==> config.mk <==
export PLATFORM = sky130hd
export DESIGN_NAME = brg_baud_gen
export DESIGN_NICKNAME = d
export VERILOG_FILES = /design/src/rtl/brg_pkg.sv /design/src/rtl/brg_reload_cnt.sv /design/src/rtl/brg_strobe_div.sv /design/src/rtl/brg_baud_gen.sv
export SDC_FILE = /design/constraint.sdc
export NUM_CORES = 1
export LEC_CHECK = 0
export BUFFER_PORTS_ARGS = -buffer_cell sky130_fd_sc_hd__buf_2
export CORE_UTILIZATION = 50
export DETAILED_ROUTE_END_ITERATION = 10
export PLACE_DENSITY = 0.65
export SLEW_MARGIN = 20
export SYNTH_ARGS = -nofsm -noshare
export SYNTH_HDL_FRONTEND = slang
export SYNTH_HIERARCHICAL = 1
export SYNTH_SLANG_ARGS = --single-unit
==> constraint.sdc <==
create_clock -name clk -period 5.32 [get_ports clk]
set_clock_uncertainty 0.15 [all_clocks]
set_input_delay 0.266 -clock clk [delete_from_list [all_inputs] [get_ports clk]]
set_output_delay 0.266 -clock clk [all_outputs]
set_load 0.01 [all_outputs]
==> src/rtl/brg_pkg.sv <==
package brg_pkg;
  localparam int BRG_REL_W    = 10;
  localparam int BRG_TMR_W    = 8;
  localparam int BRG_DW       = 8;
  localparam int BRG_PRESCALE = 12;
  localparam int BRG_OVS      = 16;

  // Terminal count of a post-divider whose ratio halves when doubling is on.
  function automatic int brg_div_lim(input int base, input logic dbl);
    return dbl ? (base / 2) - 1 : base - 1;
  endfunction
endpackage

==> src/rtl/brg_reload_cnt.sv <==
module brg_reload_cnt #(
  parameter int W = 10
) (
  input  logic         clk,
  input  logic         rst_n,
  input  logic         en_i,
  input  logic [W-1:0] reload_i,
  output logic         ovf_o
);
  logic [W-1:0] cnt_q, cnt_d;
  logic         ovf;

  always_comb begin
    ovf   = en_i & (&cnt_q);
    cnt_d = ovf ? reload_i : cnt_q + W'(1);
  end

  always_ff @(posedge clk or negedge rst_n) begin
    if (!rst_n)    cnt_q <= '0;
    else if (en_i) cnt_q <= cnt_d;
  end

  assign ovf_o = ovf;
endmodule

==> src/rtl/brg_strobe_div.sv <==
module brg_strobe_div #(
  parameter int CW = 4
) (
  input  logic          clk,
  input  logic          rst_n,
  input  logic          stb_i,
  input  logic [CW-1:0] lim_i,
  output logic          stb_o
);
  logic [CW-1:0] cnt_q, cnt_d;
  logic          hit;

  always_comb begin
    hit   = (cnt_q >= lim_i);
    cnt_d = hit ? '0 : cnt_q + CW'(1);
  end

  always_ff @(posedge clk or negedge rst_n) begin
    if (!rst_n)     cnt_q <= '0;
    else if (stb_i) cnt_q <= cnt_d;
  end

  assign stb_o = stb_i & hit;
endmodule

==> src/rtl/brg_baud_gen.sv <==
module brg_baud_gen #(
  parameter int REL_W    = brg_pkg::BRG_REL_W,
  parameter int TMR_W    = brg_pkg::BRG_TMR_W,
  parameter int DW       = brg_pkg::BRG_DW,
  parameter int PRESCALE = brg_pkg::BRG_PRESCALE,
  parameter int OVS      = brg_pkg::BRG_OVS,
  parameter int P0_DIV   = 4,
  parameter int P1_DIV   = 2,
  parameter int TMR_DIV  = 2
) (
  input  logic          clk,
  input  logic          rst_n,
  input  logic [DW-1:0] wr_data,
  input  logic          p0_hi_we,
  input  logic          p0_lo_we,
  input  logic          p1_hi_we,
  input  logic          p1_lo_we,
  input  logic          tmr_we,
  input  logic          p0_dbl,
  input  logic          p0_use_tmr,
  output logic          p0_tick16,
  output logic          p0_bit,
  output logic          p1_tick16,
  output logic          p1_bit
);
  localparam int NPORT = 2;
  localparam int HI_W  = REL_W - DW;
  localparam int DMAX  = (P0_DIV > P1_DIV) ? P0_DIV : P1_DIV;
  localparam int DCW   = $clog2(DMAX + 1);
  localparam int TCW   = $clog2(TMR_DIV + 1);
  localparam int PCW   = $clog2(PRESCALE + 1);
  localparam int OCW   = $clog2(OVS + 1);

  // Reset: asynchronous assertion, synchronous release.
  logic [1:0] rst_sync_q;
  logic       rst_int;

  always_ff @(posedge clk or negedge rst_n) begin
    if (!rst_n) rst_sync_q <= '0;
    else        rst_sync_q <= {rst_sync_q[0], 1'b1};
  end
  assign rst_int = rst_sync_q[1];

  logic [NPORT-1:0] rel_hi_we, rel_lo_we, gen_tick, src_tick, bit_stb;
  logic [NPORT-1:0] tick_q, tick_d, bit_q, bit_d;

  assign rel_hi_we = {p1_hi_we, p0_hi_we};
  assign rel_lo_we = {p1_lo_we, p0_lo_we};

  // Timer path for port 0: prescaler, 8-bit reload counter, post-divider.
  logic [TMR_W-1:0] th_q, th_d;
  logic             pre_stb, tmr_ovf, tmr_tick;
  logic [TCW-1:0]   tmr_lim;

  always_comb th_d = wr_data[TMR_W-1:0];

  always_ff @(posedge clk or negedge rst_int) begin
    if (!rst_int)    th_q <= '0;
    else if (tmr_we) th_q <= th_d;
  end

  brg_strobe_div #(.CW(PCW)) u_prescale (
    .clk(clk), .rst_n(rst_int), .stb_i(1'b1),
    .lim_i(PCW'(PRESCALE - 1)), .stb_o(pre_stb)
  );

  brg_reload_cnt #(.W(TMR_W)) u_tmr_cnt (
    .clk(clk), .rst_n(rst_int), .en_i(pre_stb),
    .reload_i(th_q), .ovf_o(tmr_ovf)
  );

  assign tmr_lim = TCW'(brg_pkg::brg_div_lim(TMR_DIV, p0_dbl));

  brg_strobe_div #(.CW(TCW)) u_tmr_div (
    .clk(clk), .rst_n(rst_int), .stb_i(tmr_ovf),
    .lim_i(tmr_lim), .stb_o(tmr_tick)
  );

  // Per-port reload generator and oversampling divider.
  for (genvar g = 0; g < NPORT; g++) begin : g_port
    localparam int BASE = (g == 0) ? P0_DIV : P1_DIV;
    logic [REL_W-1:0] rel_q, rel_d;
    logic             dbl, ovf;
    logic [DCW-1:0]   lim;

    always_comb begin
      rel_d = rel_q;
      if (rel_lo_we[g]) rel_d[DW-1:0]    = wr_data;
      if (rel_hi_we[g]) rel_d[REL_W-1:DW] = wr_data[HI_W-1:0];
    end

    always_ff @(posedge clk or negedge rst_int) begin
      if (!rst_int)                        rel_q <= '0;
      else if (rel_lo_we[g] | rel_hi_we[g]) rel_q <= rel_d;
    end

    assign dbl = (g == 0) ? p0_dbl : 1'b0;
    assign lim = DCW'(brg_pkg::brg_div_lim(BASE, dbl));

    brg_reload_cnt #(.W(REL_W)) u_cnt (
      .clk(clk), .rst_n(rst_int), .en_i(1'b1),
      .reload_i(rel_q), .ovf_o(ovf)
    );

    brg_strobe_div #(.CW(DCW)) u_div (
      .clk(clk), .rst_n(rst_int), .stb_i(ovf),
      .lim_i(lim), .stb_o(gen_tick[g])
    );

    brg_strobe_div #(.CW(OCW)) u_ovs (
      .clk(clk), .rst_n(rst_int), .stb_i(src_tick[g]),
      .lim_i(OCW'(OVS - 1)), .stb_o(bit_stb[g])
    );
  end

  assign src_tick[0] = p0_use_tmr ? tmr_tick : gen_tick[0];
  assign src_tick[1] = gen_tick[1];

  // Registered strobe outputs.
  always_comb begin
    tick_d = src_tick;
    bit_d  = bit_stb;
  end

  always_ff @(posedge clk or negedge rst_int) begin
    if (!rst_int) begin
      tick_q <= '0;
      bit_q  <= '0;
    end else begin
      tick_q <= tick_d;
      bit_q  <= bit_d;
    end
  end

  assign p0_tick16 = tick_q[0];
  assign p1_tick16 = tick_q[1];
  assign p0_bit    = bit_q[0];
  assign p1_bit    = bit_q[1];
endmodule

Word level (Yosys, flattened, before mapping)

Index checks and enable logic that the tools add are counted.
Widths: inputs -> output; s select.

Output and inout bits: 4
Input port bits: 17
Flip-flop bits (word level): 84
Logic and storage cells: 59

Bitwise gates (word level): 8
Reductions and logical operators: 7
$add $sub $neg: 9
Muxes and demuxes: 12
Order comparisons: 6

Operators with widths:

| operator              | number |
|---|---|
| $add 10x1->10 const B | 2 |
| $mux 10               | 2 |
| $reduce_and 10->1     | 2 |
| $add 5x1->5 const B   | 2 |
| $ge 5x4->1 const B    | 2 |
| $mux 5                | 2 |
| $add 8x1->8 const B   | 1 |
| $mux 8                | 1 |
| $reduce_and 2->1      | 4 |
| $reduce_and 8->1      | 1 |
| $add 3x1->3 const B   | 2 |
| $and 1x1->1           | 6 |
| $mux 3                | 2 |
| $add 4x1->4 const B   | 1 |
| $ge 4x4->1 const B    | 1 |
| $mux 2                | 2 |
| $mux 4                | 1 |
| $ge 3x1->1 const B    | 1 |
| $ge 3x2->1            | 1 |
| $add 2x1->2 const B   | 1 |
| $ge 2x1->1            | 1 |
| $mux 1                | 2 |
| $or 1x1->1            | 2 |

Logic depth before layout (Yosys ltp)

Gate-level depths: netlist (run 1).

Depth after elaboration: 5
Mapped depth: 15
Gate-level depth less buffers: 13

Modules after synthesis

Netlist (run 1), hierarchy kept.

Modules (own cells, without submodules):

| module                                | seq. area each (um^2) | cells each | area each (um^2) | instances |
|---|---|---|---|---|
| brg_baud_gen                          | 850.8                 | 69         | 1,312.5          | 1 |
| brg_reload_cnt at g_port[0].u_cnt ... | 250.2                 | 65         | 595.6            | 2 |
| brg_strobe_div at g_port[0].u_ovs ... | 125.1                 | 46         | 425.4            | 2 |
| brg_reload_cnt at u_tmr_cnt           | 200.2                 | 54         | 498.0            | 1 |
| brg_strobe_div at g_port[0].u_div ... | 75.1                  | 24         | 230.2            | 2 |
| brg_strobe_div at u_prescale          | 100.1                 | 33         | 305.3            | 1 |
| brg_strobe_div at u_tmr_div           | 50.0                  | 14         | 151.4            | 1 |

Least setup slack after synthesis (run 1)

Ideal clock, no wire load.

Path kind: register -> register
From: register u_prescale.cnt_q[2]
To: register g_port[0].u_ovs.cnt_q[2]
Data arrival time: 2,803 ps
Data required time: 5,034 ps
Period minus slack after synthesis: 3,089 ps
Buffers on the path: 2
Stages on the path, launching flop included: 15
Setup time: 136 ps
Path slack: 2,231 ps
Cells stage by stage: dfrtp_1 ha_1 o211ai_2 o21ai_2 and2_1 buf_6 nand4_1 nor2_1 o21a_1 and2_1 mux2_2 clkbuf_1 nand2_1 o311ai_0 o21ai_1

Cells in the longest elaborated chain, start to end: 4

RTL lines:

| item                   | line                 | source |
|---|---|---|
| start, declared        | brg_strobe_div.sv:10 | `logic [CW-1:0] cnt_q, cnt_d;` |
| start signal, assigned | brg_strobe_div.sv:20 | `else if (stb_i) cnt_q <= cnt_d;` |
| $ge 4x4->1             | brg_strobe_div.sv:14 | `hit = (cnt_q >= lim_i);` |
| via pre_stb            | brg_baud_gen.sv:52   | `logic pre_stb, tmr_ovf, tmr_tick;` |
| $and 1x1->1            | brg_reload_cnt.sv:14 | `ovf = en_i & (&cnt_q);` |
| via tmr_ovf            | brg_baud_gen.sv:52   |  |
| $and 1x1->1            | brg_strobe_div.sv:23 | `assign stb_o = stb_i & hit;` |
| via tmr_tick           | brg_baud_gen.sv:52   |  |
| $mux 1                 | brg_baud_gen.sv:116  | `assign src_tick[0] = p0_use_tmr ? tmr_tick : gen_tick[0];` |
| via src_tick[0]        | brg_baud_gen.sv:44   | `logic [NPORT-1:0] rel_hi_we, rel_lo_we, gen_tick, src_tick, bit_stb;` |
| end signal, assigned   | brg_strobe_div.sv:20 |  |
| end, declared          | brg_strobe_div.sv:10 |  |

The timed path passes the listed nets, and every way through them passes these cells.
A chain may end at the register's enable or synchronous reset.

Worst setup path in the final report (run 1)

From: register u_prescale.cnt_q[0]
To: register g_port[0].u_ovs.cnt_q[3]

Same word-level chain as after synthesis.

==> impl_results.html, run 1 <==
<table>
<tr><th>Metric</th><th>Value</th></tr>
<tr><th colspan="2">Outcome</th></tr>
<tr><td>Status</td><td>completed</td></tr>
<tr><th colspan="2">Synthesis</th></tr>
<tr><td>Warnings from Yosys</td><td>6</td></tr>
<tr><td>Largest family of logic cells by synthesized area</td><td>simple AND/OR/NAND/NOR gates</td></tr>
<tr><td>Multiplexer fraction of the synthesized cell area</td><td>0.0978</td></tr>
<tr><td>Synthesized-area fraction occupied by adder cells</td><td>0.0787</td></tr>
<tr><td>Flip-flop and latch count after synthesis</td><td>84</td></tr>
<tr><td>Syn Std Cell Area</td><td>0.00477 mm²</td></tr>
<tr><td>Seq/Total Area, Yosys</td><td>0.441</td></tr>
<tr><td>Area share of the leading cell type in the synthesized netlist</td><td>0.441</td></tr>
<tr><td>Most used DFF post-synth</td><td>sky130_fd_sc_hd__dfrtp_1</td></tr>
<tr><td>Synthesized-area fraction occupied by ao, oa, aoi and oai cells</td><td>0.153</td></tr>
<tr><td>Synthesized-area fraction occupied by xor and xnor cells</td><td>0.00551</td></tr>
<tr><td>Count of distinct cell types in the synthesized netlist</td><td>57</td></tr>
<tr><td>Synth Instances</td><td>between 400 and 500</td></tr>
<tr><td>Largest area contributor in the synthesized netlist</td><td>sky130_fd_sc_hd__dfrtp_1</td></tr>
<tr><td>Asr flop ratio synth</td><td>1.00</td></tr>
<tr><td>Number of flops mapped to enable cells by yosys</td><td>0</td></tr>
<tr><td>Post-Synth Simple-Gate Area</td><td>0.167</td></tr>
<tr><td>Post-Syn Area per Cell</td><td>10.8 µm²</td></tr>
<tr><td>Ranking of synthesized cells by area</td><td>sky130_fd_sc_hd__dfrtp_1, sky130_fd_sc_hd__mux2_4, sky130_fd_sc_hd__ha_1, sky130_fd_sc_hd__inv_1, sky130_fd_sc_hd__nand3_1</td></tr>
<tr><th colspan="2">STA</th></tr>
<tr><td>Final Hold Fails</td><td>0</td></tr>
<tr><td>Setup repair after global routing missed its margin</td><td>false</td></tr>
<tr><td>Worst-Margin Slew</td><td>between 0.5 and 0.6 ns</td></tr>
<tr><td>Final total negative setup slack</td><td>0 ns</td></tr>
<tr><td>Part of the cycle the worst path needs</td><td>0.632</td></tr>
<tr><td>Total of endpoints with negative setup slack in the final report</td><td>0</td></tr>
<tr><td>Worst slew slack as a fraction of its limit</td><td>0.609</td></tr>
<tr><td>Shortest clock period the worst path allows after layout</td><td>3.36 ns</td></tr>
<tr><td>Max-slew violation count</td><td>0</td></tr>
<tr><td>F_max</td><td>about 300 MHz</td></tr>
<tr><th colspan="2">Pwr</th></tr>
<tr><td>VDD IR max</td><td>between 0.2 and 0.25 mV</td></tr>
<tr><td>Total leakage power</td><td>2.50 nW</td></tr>
<tr><td>Power per cell area</td><td>325 mW/mm²</td></tr>
<tr><th colspan="2">Die</th></tr>
<tr><td>Number of primary I/O pins</td><td>21</td></tr>
<tr><td>Area inside the core boundary</td><td>0.00924 mm²</td></tr>
<tr><td>Width of the die</td><td>99.7 µm</td></tr>
<tr><td>Initial core utilization</td><td>0.516</td></tr>
<tr><td>Number of rows in the core area</td><td>35</td></tr>
<tr><td>Die area</td><td>0.00993 mm²</td></tr>
<tr><td>Die Span Y</td><td>99.7 µm</td></tr>
<tr><th colspan="2">Global routing</th></tr>
<tr><td>First-pass GRT wire length</td><td>14900 µm</td></tr>
<tr><td>Antenna violations before repair</td><td>0</td></tr>
<tr><td>Largest net degree at the start of global routing</td><td>83</td></tr>
<tr><td>Global route overflow</td><td>0</td></tr>
<tr><td>Via count of the first global-routing pass</td><td>3267</td></tr>
<tr><td>Combined global-route utilization of all metal layers</td><td>0.188</td></tr>
<tr><th colspan="2">Route</th></tr>
<tr><td>Via count</td><td>approximately 3300</td></tr>
<tr><td>Average via count per standard cell</td><td>5.33</td></tr>
<tr><td>Routed Wire Length</td><td>8410 µm</td></tr>
<tr><td>Number of iterations in the first detailed-routing pass</td><td>4</td></tr>
<tr><td>Antenna Violating Nets Remaining</td><td>0</td></tr>
<tr><td>Average wire per standard cell</td><td>13.4 µm</td></tr>
<tr><td>DRC errors left</td><td>0</td></tr>
<tr><td>Drt initial violations</td><td>87</td></tr>
<tr><th colspan="2">Layout</th></tr>
<tr><td>Area of all sequential standard cells</td><td>0.00211 mm²</td></tr>
<tr><td>Final cell area excluding filler cells</td><td>0.00530 mm²</td></tr>
<tr><td>Area of combinational cells with multiple inputs</td><td>0.00253 mm²</td></tr>
<tr><td>Growth of design area from synthesis to finish</td><td>11.2%</td></tr>
<tr><td>Fraction of layout cells with a size suffix above 1</td><td>0.207</td></tr>
<tr><td>Ant. Diodes</td><td>0</td></tr>
<tr><td>Nets</td><td>541</td></tr>
<tr><td>Fillers</td><td>799</td></tr>
<tr><th colspan="2">Clocking</th></tr>
<tr><td># Post-CTS Setup Buffers</td><td>0</td></tr>
<tr><td>Cts bufs inserted</td><td>9</td></tr>
<tr><td>Buffer levels on the longest clock path</td><td>2</td></tr>
<tr><td>Sink count of the clock tree</td><td>84</td></tr>
<tr><td>Insertion delay to the later sink of the worst-skew pair</td><td>around 0.35 ns</td></tr>
<tr><td>Clk pin slew, worst setup/hold paths</td><td>0.09 ns</td></tr>
<tr><td>Count of hold buffers inserted by post-cts repair</td><td>2</td></tr>
<tr><td>Clock tree from TritonCTS</td><td>yes</td></tr>
<tr><td>Total number of H-tree levels</td><td>3</td></tr>
<tr><td>Cells resized by post-CTS repair</td><td>0</td></tr>
<tr><td>CTS Root Cell</td><td>sky130_fd_sc_hd__clkbuf_8</td></tr>
<tr><th colspan="2">Placed design</th></tr>
<tr><td>Quantity of I/O buffers inserted on ports</td><td>20</td></tr>
<tr><td>RePlAce Congestion</td><td>around 0.8</td></tr>
<tr><td>Dpl hpwl</td><td>6070 µm</td></tr>
<tr><td>Placed instance area</td><td>0.00506 mm²</td></tr>
<tr><th colspan="2">Worst setup path</th></tr>
<tr><td>Worst Path Class, Setup</td><td>reg -&gt; reg</td></tr>
<tr><td>Critical Path Sink Type</td><td>register</td></tr>
<tr><td>Largest stage delay on the critical path</td><td>0.39 ns</td></tr>
<tr><td>Cell with the most instances on the worst path</td><td>sky130_fd_sc_hd__and2_1</td></tr>
<tr><td>CP startpoint kind</td><td>register</td></tr>
<tr><td>Cells along the critical path</td><td>inv_1, ha_1, nor3b_2, o21ai_2, and2_1, nand4_1, nor2_1, o21a_1, and2_1, mux2_2, nor3b_1, a21oi_1, o32ai_2</td></tr>
<tr><td>Data arrival time of the worst path</td><td>roughly 3.5 ns</td></tr>
<tr><td>Slowest stage cell on the critical path</td><td>sky130_fd_sc_hd__dfrtp_1</td></tr>
<tr><td>Critical Path Fanout Max</td><td>13</td></tr>
<tr><td>Register-to-register setup slack</td><td>1.96 ns</td></tr>
<tr><td>CP required</td><td>5.43 ns</td></tr>
<tr><th colspan="2">Min path</th></tr>
<tr><td>Worst Hold Class</td><td>in -&gt; reg</td></tr>
<tr><th colspan="2">Run</th></tr>
<tr><td>Maximum Capacitance Violations</td><td>0</td></tr>
</table>
report_power, final:
group          total (mW)  internal, mW  switching [mW]
sequential          0.892         0.747           0.144
clock               0.460         0.220           0.240
combinational       0.370         0.182           0.188
layout make-up:
cell class                      instances  share of cell area
Multi-Input combinational cell        334               0.478
Tap cell                              129              0.0304
Clock buffer                            9              0.0234
Inverter                               42              0.0297
Clock inverter                          6              0.0139
Timing Repair Buffer                   23              0.0278
Sequential cell                        84               0.397
state kept, by name, summed over array words and instances, names as in the netlist:
signal and cells:
u_tmr_cnt/cnt_q 8, g_port.u_cnt/cnt_q 20, bit_q 2, u_prescale/cnt_q 4, th_q 8, tick_q 2
rst_sync_q 2, u_tmr_div/cnt_q 2, g_port.u_div/cnt_q 6, g_port.u_ovs/cnt_q 10, g_port.rel_q 20
worst paths after layout:
kind,from,end,cells past startpoint
max in group asynchronous,rst_sync_q[1]$_DFF_PN0_,g_port[1].rel_q[2]$_DFFE_PN0P_,1
hold / removal,p1_hi_we,g_port[1].rel_q[8]$_DFFE_PN0P_,2
min in group asynchronous,rst_n,rst_sync_q[0]$_DFF_PN0_,2
setup reg to reg,u_prescale/cnt_q[0]$_DFFE_PN0P_,g_port[0].u_ovs/cnt_q[3]$_DFFE_PN0P_,13
setup / recovery,u_prescale/cnt_q[0]$_DFFE_PN0P_,g_port[0].u_ovs/cnt_q[3]$_DFFE_PN0P_,13
hold reg to reg,rst_sync_q[1]$_DFF_PN0_,g_port[0].u_ovs/cnt_q[2]$_DFFE_PN0P_,0
kinds of logic after synthesis:
logic type / Yosys count
adder cells (fa/ha/maj): 30
AO/OA/AOI/OAI: 97
other: 2
AND/OR/NAND/NOR: 135
buffers and inverters: 56
XOR/XNOR: 3
multiplexers: 33
flip-flops: 84
layout by cell type, fill, tap and decap left out, drive strengths merged, types with 6 or more instances in the layout:
master | synthesis | layout
a21oi | 24 | 24
a31oi | 12 | 12
and2 | 9 | 9
and4 | 8 | 8
buf | 10 | 21
clkbuf | 4 | 9
conb | 2 | 36
dfrtp | 84 | 84
ha | 30 | 30
inv | 42 | 44
mux2 | 31 | 31
nand2 | 34 | 34
nand3 | 26 | 26
nand3b | 6 | 6
nand4 | 9 | 9
nor2 | 17 | 17
nor3 | 6 | 6
nor3b | 6 | 6
o21ai | 17 | 17
o22ai | 10 | 10
metal layers:
| metal | global-route usage | part of all wire | up-vias |
|---|---|---|---|
| li1 | - | - | 1652 |
| met4 | 0.0577 | 0.012 | 0 |
| met1 | 0.237 | 0.47 | 1627 |
| met3 | 0.0443 | 0.032 | 9 |
| met2 | 0.319 | 0.48 | 51 |
| met5 | 0 | 0 | - |
synthesized netlist by cell type, types with 3 or more instances:
| cell | number |
|---|---|
| sky130_fd_sc_hd__o21ai_1 | 6 |
| sky130_fd_sc_hd__inv_1 | 42 |
| sky130_fd_sc_hd__nor2_1 | 17 |
| sky130_fd_sc_hd__nand2_1 | 34 |
| sky130_fd_sc_hd__nor3b_1 | 5 |
| sky130_fd_sc_hd__nand3_1 | 26 |
| sky130_fd_sc_hd__and4_4 | 3 |
| sky130_fd_sc_hd__a21oi_1 | 18 |
| sky130_fd_sc_hd__o21a_1 | 3 |
| sky130_fd_sc_hd__a21o_1 | 4 |
| sky130_fd_sc_hd__mux2_2 | 5 |
| sky130_fd_sc_hd__mux2_4 | 26 |
| sky130_fd_sc_hd__nand3b_1 | 6 |
| sky130_fd_sc_hd__dfrtp_1 | 84 |
| sky130_fd_sc_hd__clkbuf_1 | 4 |
| sky130_fd_sc_hd__nand4_1 | 7 |
| sky130_fd_sc_hd__a21oi_2 | 6 |
| sky130_fd_sc_hd__ha_1 | 30 |
| sky130_fd_sc_hd__buf_2 | 3 |
| sky130_fd_sc_hd__nor3_1 | 6 |
| sky130_fd_sc_hd__a31oi_1 | 12 |
| sky130_fd_sc_hd__o21ai_0 | 6 |
| sky130_fd_sc_hd__and2_1 | 7 |
| sky130_fd_sc_hd__or3_1 | 3 |
| sky130_fd_sc_hd__o21ai_2 | 5 |
| sky130_fd_sc_hd__and4_1 | 5 |
| sky130_fd_sc_hd__o22ai_1 | 10 |
| sky130_fd_sc_hd__buf_6 | 6 |
| sky130_fd_sc_hd__o211ai_1 | 3 |
per-stage QoR:
| step | instances | power, mW | hold WS (ns) | worst slack (ns) | utilization |
|---|---|---|---|---|---|
| 2_1_floorplan | 474 | 1.19 | -0.180 | 2.23 | - |
| 3_3_place_gp | 609 | 1.25 | -0.0992 | 2.13 | 0.547 |
| 3_5_place_dp | 609 | 1.27 | -0.0958 | 1.99 | 0.547 |
| 4_1_cts | 626 | 1.74 | 0.00536 | 1.95 | 0.571 |
| 5_1_grt | 627 | 1.84 | 0.00924 | 1.60 | 0.574 |
| 6_report | 627 | 1.72 | 0.0248 | 1.96 | 0.574 |
critical path: cells and delay by family, from the launching register on:
kind                       cells  cell delay, ns
adders and majority gates      1            0.30
buffers and inverters          1            0.09
muxes                          1            0.29
DFF                            1            0.39
AOI/OAI and AO/OA              4            0.73
and+or+nand+nor                6            1.34
(Power assumes the default switching activity.)
==> inputs of run 2 (changes only) <==
==> constraint.sdc (replaced) <==
create_clock -name clk -period 3.3 [get_ports clk]
set_clock_uncertainty 0.15 [all_clocks]
set_input_delay 0.165 -clock clk [delete_from_list [all_inputs] [get_ports clk]]
set_output_delay 0.165 -clock clk [all_outputs]
set_load 0.01 [all_outputs]
==> run 2 against run 1 <==
  * First-iteration DRC count increased by 40%
  * Final cell count increased by 1.6%
  * Global-route usage increased by 1.1 points
  * Register-to-register slack got worse by 1.7 ns
  * Sequential share of layout area decreased by 0.97 points
  * Non-clock buffer count increased by 12
  * Design area increased by 2.5%
  * Utilization increased by 1.4 points
  * Routed wire length increased by 4.8%
  * Die area unchanged
  * Critical path type unchanged
==> impl_results.html, run 2 (synthesis results as in run 1) <==
<table>
<tr><th>Metric</th><th>Value</th></tr>
<tr><th colspan="2">Route</th></tr>
<tr><td>Antenna Violating Nets Remaining</td><td>0</td></tr>
<tr><td>Average wire per standard cell</td><td>13.8 µm</td></tr>
<tr><td>Number of iterations in the first detailed-routing pass</td><td>4</td></tr>
<tr><td>Via count</td><td>3322</td></tr>
<tr><td>Average via count per standard cell</td><td>approximately 5.2</td></tr>
<tr><td>Drt initial violations</td><td>approximately 120</td></tr>
<tr><td>Routed Wire Length</td><td>8820 µm</td></tr>
<tr><td>DRC errors left</td><td>0</td></tr>
<tr><th colspan="2">Pwr</th></tr>
<tr><td>Sequential share of power</td><td>0.505</td></tr>
<tr><td>Logic pwr share</td><td>0.212</td></tr>
<tr><td>Power per cell area</td><td>around 520 mW/mm²</td></tr>
<tr><td>Cell internal power dissipation</td><td>1.96 mW</td></tr>
<tr><td>VDD IR max</td><td>0.300 mV</td></tr>
<tr><td>NetSw</td><td>888 µW</td></tr>
<tr><td>Switching Fraction</td><td>0.311</td></tr>
<tr><td>Total leakage power</td><td>2.57 nW</td></tr>
<tr><td>Clock Power Share</td><td>0.282</td></tr>
<tr><th colspan="2">STA</th></tr>
<tr><td>Total of endpoints with negative setup slack in the final report</td><td>0</td></tr>
<tr><td>Max-slew violation count</td><td>0</td></tr>
<tr><td>Worst slew slack as a fraction of its limit</td><td>0.639</td></tr>
<tr><td>Final total negative setup slack</td><td>0 ns</td></tr>
<tr><td>Final Hold Fails</td><td>0</td></tr>
<tr><td>F_max</td><td>334 MHz</td></tr>
<tr><td>Final setup slack of the worst path</td><td>approximately 0.30 ns</td></tr>
<tr><td>Part of the cycle the worst path needs</td><td>0.909</td></tr>
<tr><td>Worst-Margin Slew</td><td>approximately 0.54 ns</td></tr>
<tr><td>Shortest clock period the worst path allows after layout</td><td>3.00 ns</td></tr>
<tr><td>Setup repair after global routing missed its margin</td><td>false</td></tr>
<tr><th colspan="2">Layout</th></tr>
<tr><td>Fillers</td><td>803</td></tr>
<tr><td>Growth of design area from synthesis to finish</td><td>14.0%</td></tr>
<tr><td>Area of combinational cells with multiple inputs</td><td>0.00254 mm²</td></tr>
<tr><td>Commonest non-fill, non-tap cells in the layout</td><td>sky130_fd_sc_hd__dfrtp_1, sky130_fd_sc_hd__inv_1, sky130_fd_sc_hd__conb_1</td></tr>
<tr><td>Fraction of layout cells with a size suffix above 1</td><td>0.207</td></tr>
<tr><td>Area of all sequential standard cells</td><td>0.00211 mm²</td></tr>
<tr><td>Leading registers by flop count</td><td>g_port.rel_q: 20 flops, g_port.u_cnt/cnt_q: 20 flops, g_port.u_ovs/cnt_q: 10 flops</td></tr>
<tr><td>Nets</td><td>553</td></tr>
<tr><td>Ant. Diodes</td><td>0</td></tr>
<tr><td>Leading cell type in the layout, fill and taps excluded</td><td>sky130_fd_sc_hd__dfrtp_1</td></tr>
<tr><th colspan="2">Clocking</th></tr>
<tr><td>Insertion delay to the later sink of the worst-skew pair</td><td>0.34 ns</td></tr>
<tr><td>Clock tree from TritonCTS</td><td>yes</td></tr>
<tr><td>Sink count of the clock tree</td><td>84</td></tr>
<tr><td>Cts bufs inserted</td><td>9</td></tr>
<tr><td>Clk pin slew, worst setup/hold paths</td><td>0.08 ns</td></tr>
<tr><td># Post-CTS Setup Buffers</td><td>0</td></tr>
<tr><td>Total number of H-tree levels</td><td>3</td></tr>
<tr><td>CTS Root Cell</td><td>sky130_fd_sc_hd__clkbuf_8</td></tr>
<tr><td>Buffer levels on the longest clock path</td><td>2</td></tr>
<tr><th colspan="2">Worst setup path</th></tr>
<tr><td>Largest stage delay on the critical path</td><td>~0.42 ns</td></tr>
<tr><td>Worst Path Class, Setup</td><td>reg -&gt; reg</td></tr>
<tr><td>Worst reg2reg startpoint</td><td>u_prescale/cnt_q[2]$_DFFE_PN0P_</td></tr>
<tr><td>Critical Path Sink Type</td><td>register</td></tr>
<tr><td>Buf/Inv on CP</td><td>0</td></tr>
<tr><td>CP startpoint kind</td><td>register</td></tr>
<tr><td>Cells along the critical path</td><td>ha_1, o211ai_2, o21ai_2, and2_4, nand4_1, nor2_1, o21a_1, and2_1, mux2_4, nand2_1, o311ai_0, o21ai_1</td></tr>
<tr><td>Worst Setup SP</td><td>u_prescale/cnt_q[2]$_DFFE_PN0P_</td></tr>
<tr><td>CP required</td><td>3.36 ns</td></tr>
<tr><td>Slowest stage cell on the critical path</td><td>sky130_fd_sc_hd__dfrtp_1</td></tr>
<tr><td>Data arrival time of the worst path</td><td>3.06 ns</td></tr>
<tr><td>Kind of cell adding the most delay to the critical path</td><td>compound AO/OA/AOI/OAI gates</td></tr>
<tr><td>Critical Path Fanout Max</td><td>13</td></tr>
<tr><th colspan="2">Die</th></tr>
<tr><td>Die Span Y</td><td>99.7 µm</td></tr>
<tr><td>Area inside the core boundary</td><td>between 0.009 and 0.01 mm²</td></tr>
<tr><td>Die area</td><td>0.00993 mm²</td></tr>
<tr><td>Number of primary I/O pins</td><td>21</td></tr>
<tr><td>Number of rows in the core area</td><td>35</td></tr>
<tr><td>Width of the die</td><td>99.7 µm</td></tr>
<tr><td>Initial core utilization</td><td>0.516</td></tr>
<tr><th colspan="2">Global routing</th></tr>
<tr><td>Global route overflow</td><td>0</td></tr>
<tr><td>Combined global-route utilization of all metal layers</td><td>0.199</td></tr>
<tr><td>Antenna violations before repair</td><td>0</td></tr>
<tr><td>First-pass GRT wire length</td><td>between 15000 and 20000 µm</td></tr>
<tr><td>Via count of the first global-routing pass</td><td>3408</td></tr>
<tr><td>Largest net degree at the start of global routing</td><td>83</td></tr>
<tr><th colspan="2">Outcome</th></tr>
<tr><td>Status</td><td>completed</td></tr>
<tr><th colspan="2">Placed design</th></tr>
<tr><td>RePlAce Congestion</td><td>between 0.8 and 0.9</td></tr>
<tr><td>Dpl hpwl</td><td>6210 µm</td></tr>
<tr><td>Quantity of I/O buffers inserted on ports</td><td>20</td></tr>
<tr><td>Placement Setup Slack</td><td>0.109 ns</td></tr>
<tr><th colspan="2">Min path</th></tr>
<tr><td>Launch point of the worst hold path</td><td>wr_data[0]</td></tr>
<tr><td>Worst Hold Class</td><td>in -&gt; reg</td></tr>
<tr><th colspan="2">Run</th></tr>
<tr><td>Maximum Capacitance Violations</td><td>0</td></tr>
</table>
-- run 2: cell types whose count changed in the layout (fill, tap and decap cells not counted), sizes merged --
cell,change
dlygate4sd3,+9
buf,+3
clkbuf,+2
clkinvlp,-2
inv,-2
bufinv,+1
clkinv,-1
-- run 2: power groups by stage --
| stage | clock network, mW | logic (mW) | registers, mW |
|---|---|---|---|
| 4_1_cts | 0.831 | 0.587 | 1.45 |
| 3_5_place_dp | 0 | 0.574 | 1.47 |
| 2_1_floorplan | 0 | 0.553 | 1.37 |
| 5_1_grt | 0.864 | 0.691 | 1.48 |
| 6_report | 0.805 | 0.605 | 1.44 |
| 3_3_place_gp | 0 | 0.553 | 1.46 |
-- run 2: final cells by class --
type,instances,area share
Timing Repair Buffer,35,0.0479
Clock inverter,2,0.0110
Sequential cell,84,0.387
Clock buffer,11,0.0279
Tap cell,129,0.0297
Multi-Input combinational cell,334,0.467
Inverter,42,0.0290
-- run 2: what timing repair did --
action | 4_1_cts | 5_1_grt
endpoints found under the setup margin | 0 | 3
hold buffers | 11 | 0
endpoints found under the hold margin | 26 | 0
resized for setup | 0 | 3
-- run 2: worst paths after layout --
kind	end	slack, ns	cells after the start
max in group asynchronous	g_port[1].rel_q[0]$_DFFE_PN0P_	2.27	1
worst max register to register	g_port[0].u_ovs/cnt_q[2]$_DFFE_PN0P_	0.30	12
min in group asynchronous	g_port[0].rel_q[2]$_DFFE_PN0P_	0.13	0
worst min-delay path	g_port[0].rel_q[8]$_DFFE_PN0P_	0.03	2
worst max-delay path	g_port[0].u_ovs/cnt_q[2]$_DFFE_PN0P_	0.30	12
worst min register to register	g_port[0].rel_q[2]$_DFFE_PN0P_	0.13	0
-- run 2: metrics by stage --
stage | utilization | hold WS [ns] | cells | instance area, µm² | total power [mW]
global route | 0.588 | 0.0251 | 637 | 5440 | 3.03
CTS | 0.585 | 0.0254 | 636 | 5400 | 2.87
global placement | 0.550 | -0.201 | 612 | 5080 | 2.01
detailed placement | 0.550 | -0.199 | 612 | 5080 | 2.04
floorplan | - | -0.281 | 474 | 4900 | 1.92
finish | 0.588 | 0.0297 | 637 | 5440 | 2.85
-- run 2: layer usage --
metal  GRT usage  up-vias  wire length [µm]
met5           0        -                 0
met4      0.0758        0               140
met3      0.0267       10               209
met2       0.341       39              4320
met1       0.256     1594              4150
li1            -     1679                 -
==> inputs of run 3 (changes only) <==
--- a/config.mk
+++ b/config.mk
@@ -5,7 +5,7 @@
 export SDC_FILE = /design/constraint.sdc
 export NUM_CORES = 1
 export LEC_CHECK = 0
-export BUFFER_PORTS_ARGS = -buffer_cell sky130_fd_sc_hd__buf_2
+export BUFFER_PORTS_ARGS = -buffer_cell sky130_fd_sc_hd__clkbuf_2
 export CORE_UTILIZATION = 50
 export DETAILED_ROUTE_END_ITERATION = 10
 export PLACE_DENSITY = 0.65
==> run 3 against run 2 <==
  * Clock-buffer cell count fell by 2
  * Setup slack better by 0.033 ns
  * Power fell by 2.8%
  * Register-to-register slack improved by 0.03 ns
  * Sequential share of layout area about the same
  * Critical path type unchanged
  * Largest cell class unchanged
  * First-iteration DRC count is 4.9% higher
==> impl_results.html, run 3 (synthesis results as in run 1) <==
<table>
<tr><th>Metric</th><th>Value</th></tr>
<tr><th colspan="2">Clocking</th></tr>
<tr><td>Clock tree from TritonCTS</td><td>yes</td></tr>
<tr><td>CTS Root Cell</td><td>sky130_fd_sc_hd__clkbuf_8</td></tr>
<tr><td>Sink count of the clock tree</td><td>84</td></tr>
<tr><td>Clk pin slew, worst setup/hold paths</td><td>0.09 ns</td></tr>
<tr><td>Buffer levels on the longest clock path</td><td>2</td></tr>
<tr><td>Insertion delay to the later sink of the worst-skew pair</td><td>0.36 ns</td></tr>
<tr><td>Cts bufs inserted</td><td>9</td></tr>
<tr><td>Total number of H-tree levels</td><td>3</td></tr>
<tr><th colspan="2">Worst setup path</th></tr>
<tr><td>Worst Path Class, Setup</td><td>reg -&gt; reg</td></tr>
<tr><td>Worst reg2reg startpoint</td><td>u_prescale/cnt_q[2]$_DFFE_PN0P_</td></tr>
<tr><td>Data arrival time of the worst path</td><td>3.08 ns</td></tr>
<tr><td>Critical Path Fanout Max</td><td>13</td></tr>
<tr><td>Register-to-register setup slack</td><td>around 0.33 ns</td></tr>
<tr><td>CP required</td><td>around 3.4 ns</td></tr>
<tr><td>CP startpoint kind</td><td>register</td></tr>
<tr><td>Cells on worst reg2reg path</td><td>12</td></tr>
<tr><td>End of the worst register-to-register path</td><td>g_port[0].u_ovs/cnt_q[3]$_DFFE_PN0P_</td></tr>
<tr><td>Critical Path Sink Type</td><td>register</td></tr>
<tr><th colspan="2">Route</th></tr>
<tr><td>DRC errors left</td><td>0</td></tr>
<tr><td>Routed Wire Length</td><td>8650 µm</td></tr>
<tr><td>Average via count per standard cell</td><td>5.27</td></tr>
<tr><td>Via count</td><td>around 3400</td></tr>
<tr><td>Drt initial violations</td><td>128</td></tr>
<tr><td>Antenna Violating Nets Remaining</td><td>0</td></tr>
<tr><td>Average wire per standard cell</td><td>between 10 and 15 µm</td></tr>
<tr><td>Number of iterations in the first detailed-routing pass</td><td>4</td></tr>
<tr><th colspan="2">Min path</th></tr>
<tr><td>Worst Hold Class</td><td>in -&gt; reg</td></tr>
<tr><td>Launch point of the worst hold path</td><td>wr_data[0]</td></tr>
<tr><td>Depth of the worst hold-timing path</td><td>2</td></tr>
<tr><td>Hold Path Sink</td><td>th_q[0]$_DFFE_PN0P_</td></tr>
<tr><th colspan="2">Placed design</th></tr>
<tr><td>RePlAce Congestion</td><td>0.867</td></tr>
<tr><td>Quantity of I/O buffers inserted on ports</td><td>20</td></tr>
<tr><td>Dpl hpwl</td><td>6130 µm</td></tr>
<tr><th colspan="2">Layout</th></tr>
<tr><td>Ant. Diodes</td><td>0</td></tr>
<tr><td>Leading registers by flop count</td><td>g_port.rel_q: 20 flops, g_port.u_cnt/cnt_q: 20 flops, g_port.u_ovs/cnt_q: 10 flops</td></tr>
<tr><td>Leading cell type in the layout, fill and taps excluded</td><td>sky130_fd_sc_hd__dfrtp_1</td></tr>
<tr><td>Growth of design area from synthesis to finish</td><td>14.0%</td></tr>
<tr><td>Fraction of layout cells with a size suffix above 1</td><td>0.214</td></tr>
<tr><td>Commonest non-fill, non-tap cells in the layout</td><td>sky130_fd_sc_hd__dfrtp_1, sky130_fd_sc_hd__inv_1, sky130_fd_sc_hd__conb_1</td></tr>
<tr><td>Nets</td><td>556</td></tr>
<tr><th colspan="2">STA</th></tr>
<tr><td>Shortest clock period the worst path allows after layout</td><td>just under 3 ns</td></tr>
<tr><td>Setup repair after global routing missed its margin</td><td>false</td></tr>
<tr><td>Total of endpoints with negative setup slack in the final report</td><td>0</td></tr>
<tr><td>Worst slew slack as a fraction of its limit</td><td>0.644</td></tr>
<tr><td>Max-slew violation count</td><td>0</td></tr>
<tr><td>Worst-Margin Slew</td><td>0.530 ns</td></tr>
<tr><td>F_max</td><td>337 MHz</td></tr>
<tr><td>Final total negative setup slack</td><td>0 ns</td></tr>
<tr><td>Part of the cycle the worst path needs</td><td>0.899</td></tr>
<tr><td>Hold WS</td><td>0.0331 ns</td></tr>
<tr><td>Final Hold Fails</td><td>0</td></tr>
<tr><th colspan="2">Global routing</th></tr>
<tr><td>Largest net degree at the start of global routing</td><td>83</td></tr>
<tr><td>Combined global-route utilization of all metal layers</td><td>0.195</td></tr>
<tr><td>Global route overflow</td><td>0</td></tr>
<tr><td>Antenna violations before repair</td><td>0</td></tr>
<tr><td>Via count of the first global-routing pass</td><td>3353</td></tr>
<tr><td>First-pass GRT wire length</td><td>15400 µm</td></tr>
<tr><th colspan="2">Die</th></tr>
<tr><td>Width of the die</td><td>around 100 µm</td></tr>
<tr><td>Number of primary I/O pins</td><td>21</td></tr>
<tr><td>Number of rows in the core area</td><td>35</td></tr>
<tr><td>Initial core utilization</td><td>0.516</td></tr>
<tr><td>Die Span Y</td><td>99.7 µm</td></tr>
<tr><td>Die area</td><td>0.00993 mm²</td></tr>
<tr><td>Area inside the core boundary</td><td>0.00924 mm²</td></tr>
<tr><th colspan="2">Run</th></tr>
<tr><td>Maximum Capacitance Violations</td><td>0</td></tr>
<tr><th colspan="2">Outcome</th></tr>
<tr><td>Status</td><td>completed</td></tr>
<tr><th colspan="2">Pwr</th></tr>
<tr><td>Power per cell area</td><td>510 mW/mm²</td></tr>
<tr><td>VDD IR max</td><td>around 0.25 mV</td></tr>
<tr><td>Total leakage power</td><td>approximately 2.6 nW</td></tr>
</table>
-- run 3: routing by layer --
metal,share of wire,GRT usage,up-vias
met5,0,0,-
met4,0.0081,0.0441,0
met3,0.023,0.0464,5
met2,0.50,0.328,52
met1,0.47,0.255,1628
li1,-,-,1696
-- run 3: power by group --
part / internal [mW] / total [mW] / switching [mW] / leakage, nW
registers: 1.20 / 1.44 / 0.235 / 0.985
clock network: 0.347 / 0.719 / 0.372 / 0.0955
logic: 0.308 / 0.612 / 0.305 / 1.49
total: 1.86 / 2.77 / 0.911 / 2.57
-- run 3: timing repair --
item | CTS | global route
hold endpoints to repair | 25 | 0
hold buffers | 12 | 0
endpoints found under the setup margin | 0 | 3
buffers inserted | 0 | 2
gates resized for setup | 0 | 3
-- run 3: worst max-delay path by stage --
stage / end / depth (start not counted) / start / slack, ns
after floorplan: g_port[0].u_ovs/cnt_q[2]$_DFFE_PN0P_ / 14 / u_prescale/cnt_q[2]$_DFFE_PN0P_ / 0.21
after global placement: g_port[0].u_ovs/cnt_q[2]$_DFFE_PN0P_ / 12 / u_prescale/cnt_q[2]$_DFFE_PN0P_ / 0.29
after detailed placement: g_port[0].u_ovs/cnt_q[2]$_DFFE_PN0P_ / 12 / u_prescale/cnt_q[2]$_DFFE_PN0P_ / 0.10
after CTS: g_port[0].u_ovs/cnt_q[2]$_DFFE_PN0P_ / 12 / u_prescale/cnt_q[2]$_DFFE_PN0P_ / 0.09
after global routing: g_port[0].u_ovs/cnt_q[2]$_DFFE_PN0P_ / 13 / u_prescale/cnt_q[0]$_DFFE_PN0P_ / 0.009
final: g_port[0].u_ovs/cnt_q[3]$_DFFE_PN0P_ / 12 / u_prescale/cnt_q[2]$_DFFE_PN0P_ / 0.33
-- run 3: cell type report --
cell class | count | area (µm²)
clock buffer | 9 | 124
sequential | 84 | 2110
timing repair buffer | 38 | 285
multi-input combinational | 334 | 2540
inverter | 42 | 158
tap | 129 | 161
clock inverter | 6 | 65.1
fill | 775 | 3800
-- run 3: through the flow --
| stage | utilization | cells | cell area [µm²] | power, mW | setup slack [ns] |
|---|---|---|---|---|---|
| 3_3_place_gp | 0.550 | 612 | 5080 | 2.01 | 0.290 |
| 3_5_place_dp | 0.550 | 612 | 5080 | 2.04 | 0.101 |
| 5_1_grt | 0.588 | 642 | 5440 | 2.96 | 0.00922 |
| 2_1_floorplan | - | 474 | 4900 | 1.92 | 0.211 |
| 6_report | 0.588 | 642 | 5440 | 2.77 | 0.334 |
| 4_1_cts | 0.583 | 639 | 5390 | 2.78 | 0.0927 |
-- run 3: critical path, stage by stage (launching register included) --
cell and delay, ns:
sky130_fd_sc_hd__dfrtp_1 0.42, sky130_fd_sc_hd__ha_1 0.31, sky130_fd_sc_hd__o211ai_2 0.10, sky130_fd_sc_hd__o21ai_2 0.23, sky130_fd_sc_hd__and2_4 0.25, sky130_fd_sc_hd__nand4_1 0.19
sky130_fd_sc_hd__nor2_2 0.15, sky130_fd_sc_hd__o21a_1 0.18, sky130_fd_sc_hd__and2_1 0.13, sky130_fd_sc_hd__mux2_2 0.29, sky130_fd_sc_hd__nor3b_1 0.22, sky130_fd_sc_hd__a21oi_1 0.08
sky130_fd_sc_hd__o32ai_2 0.19
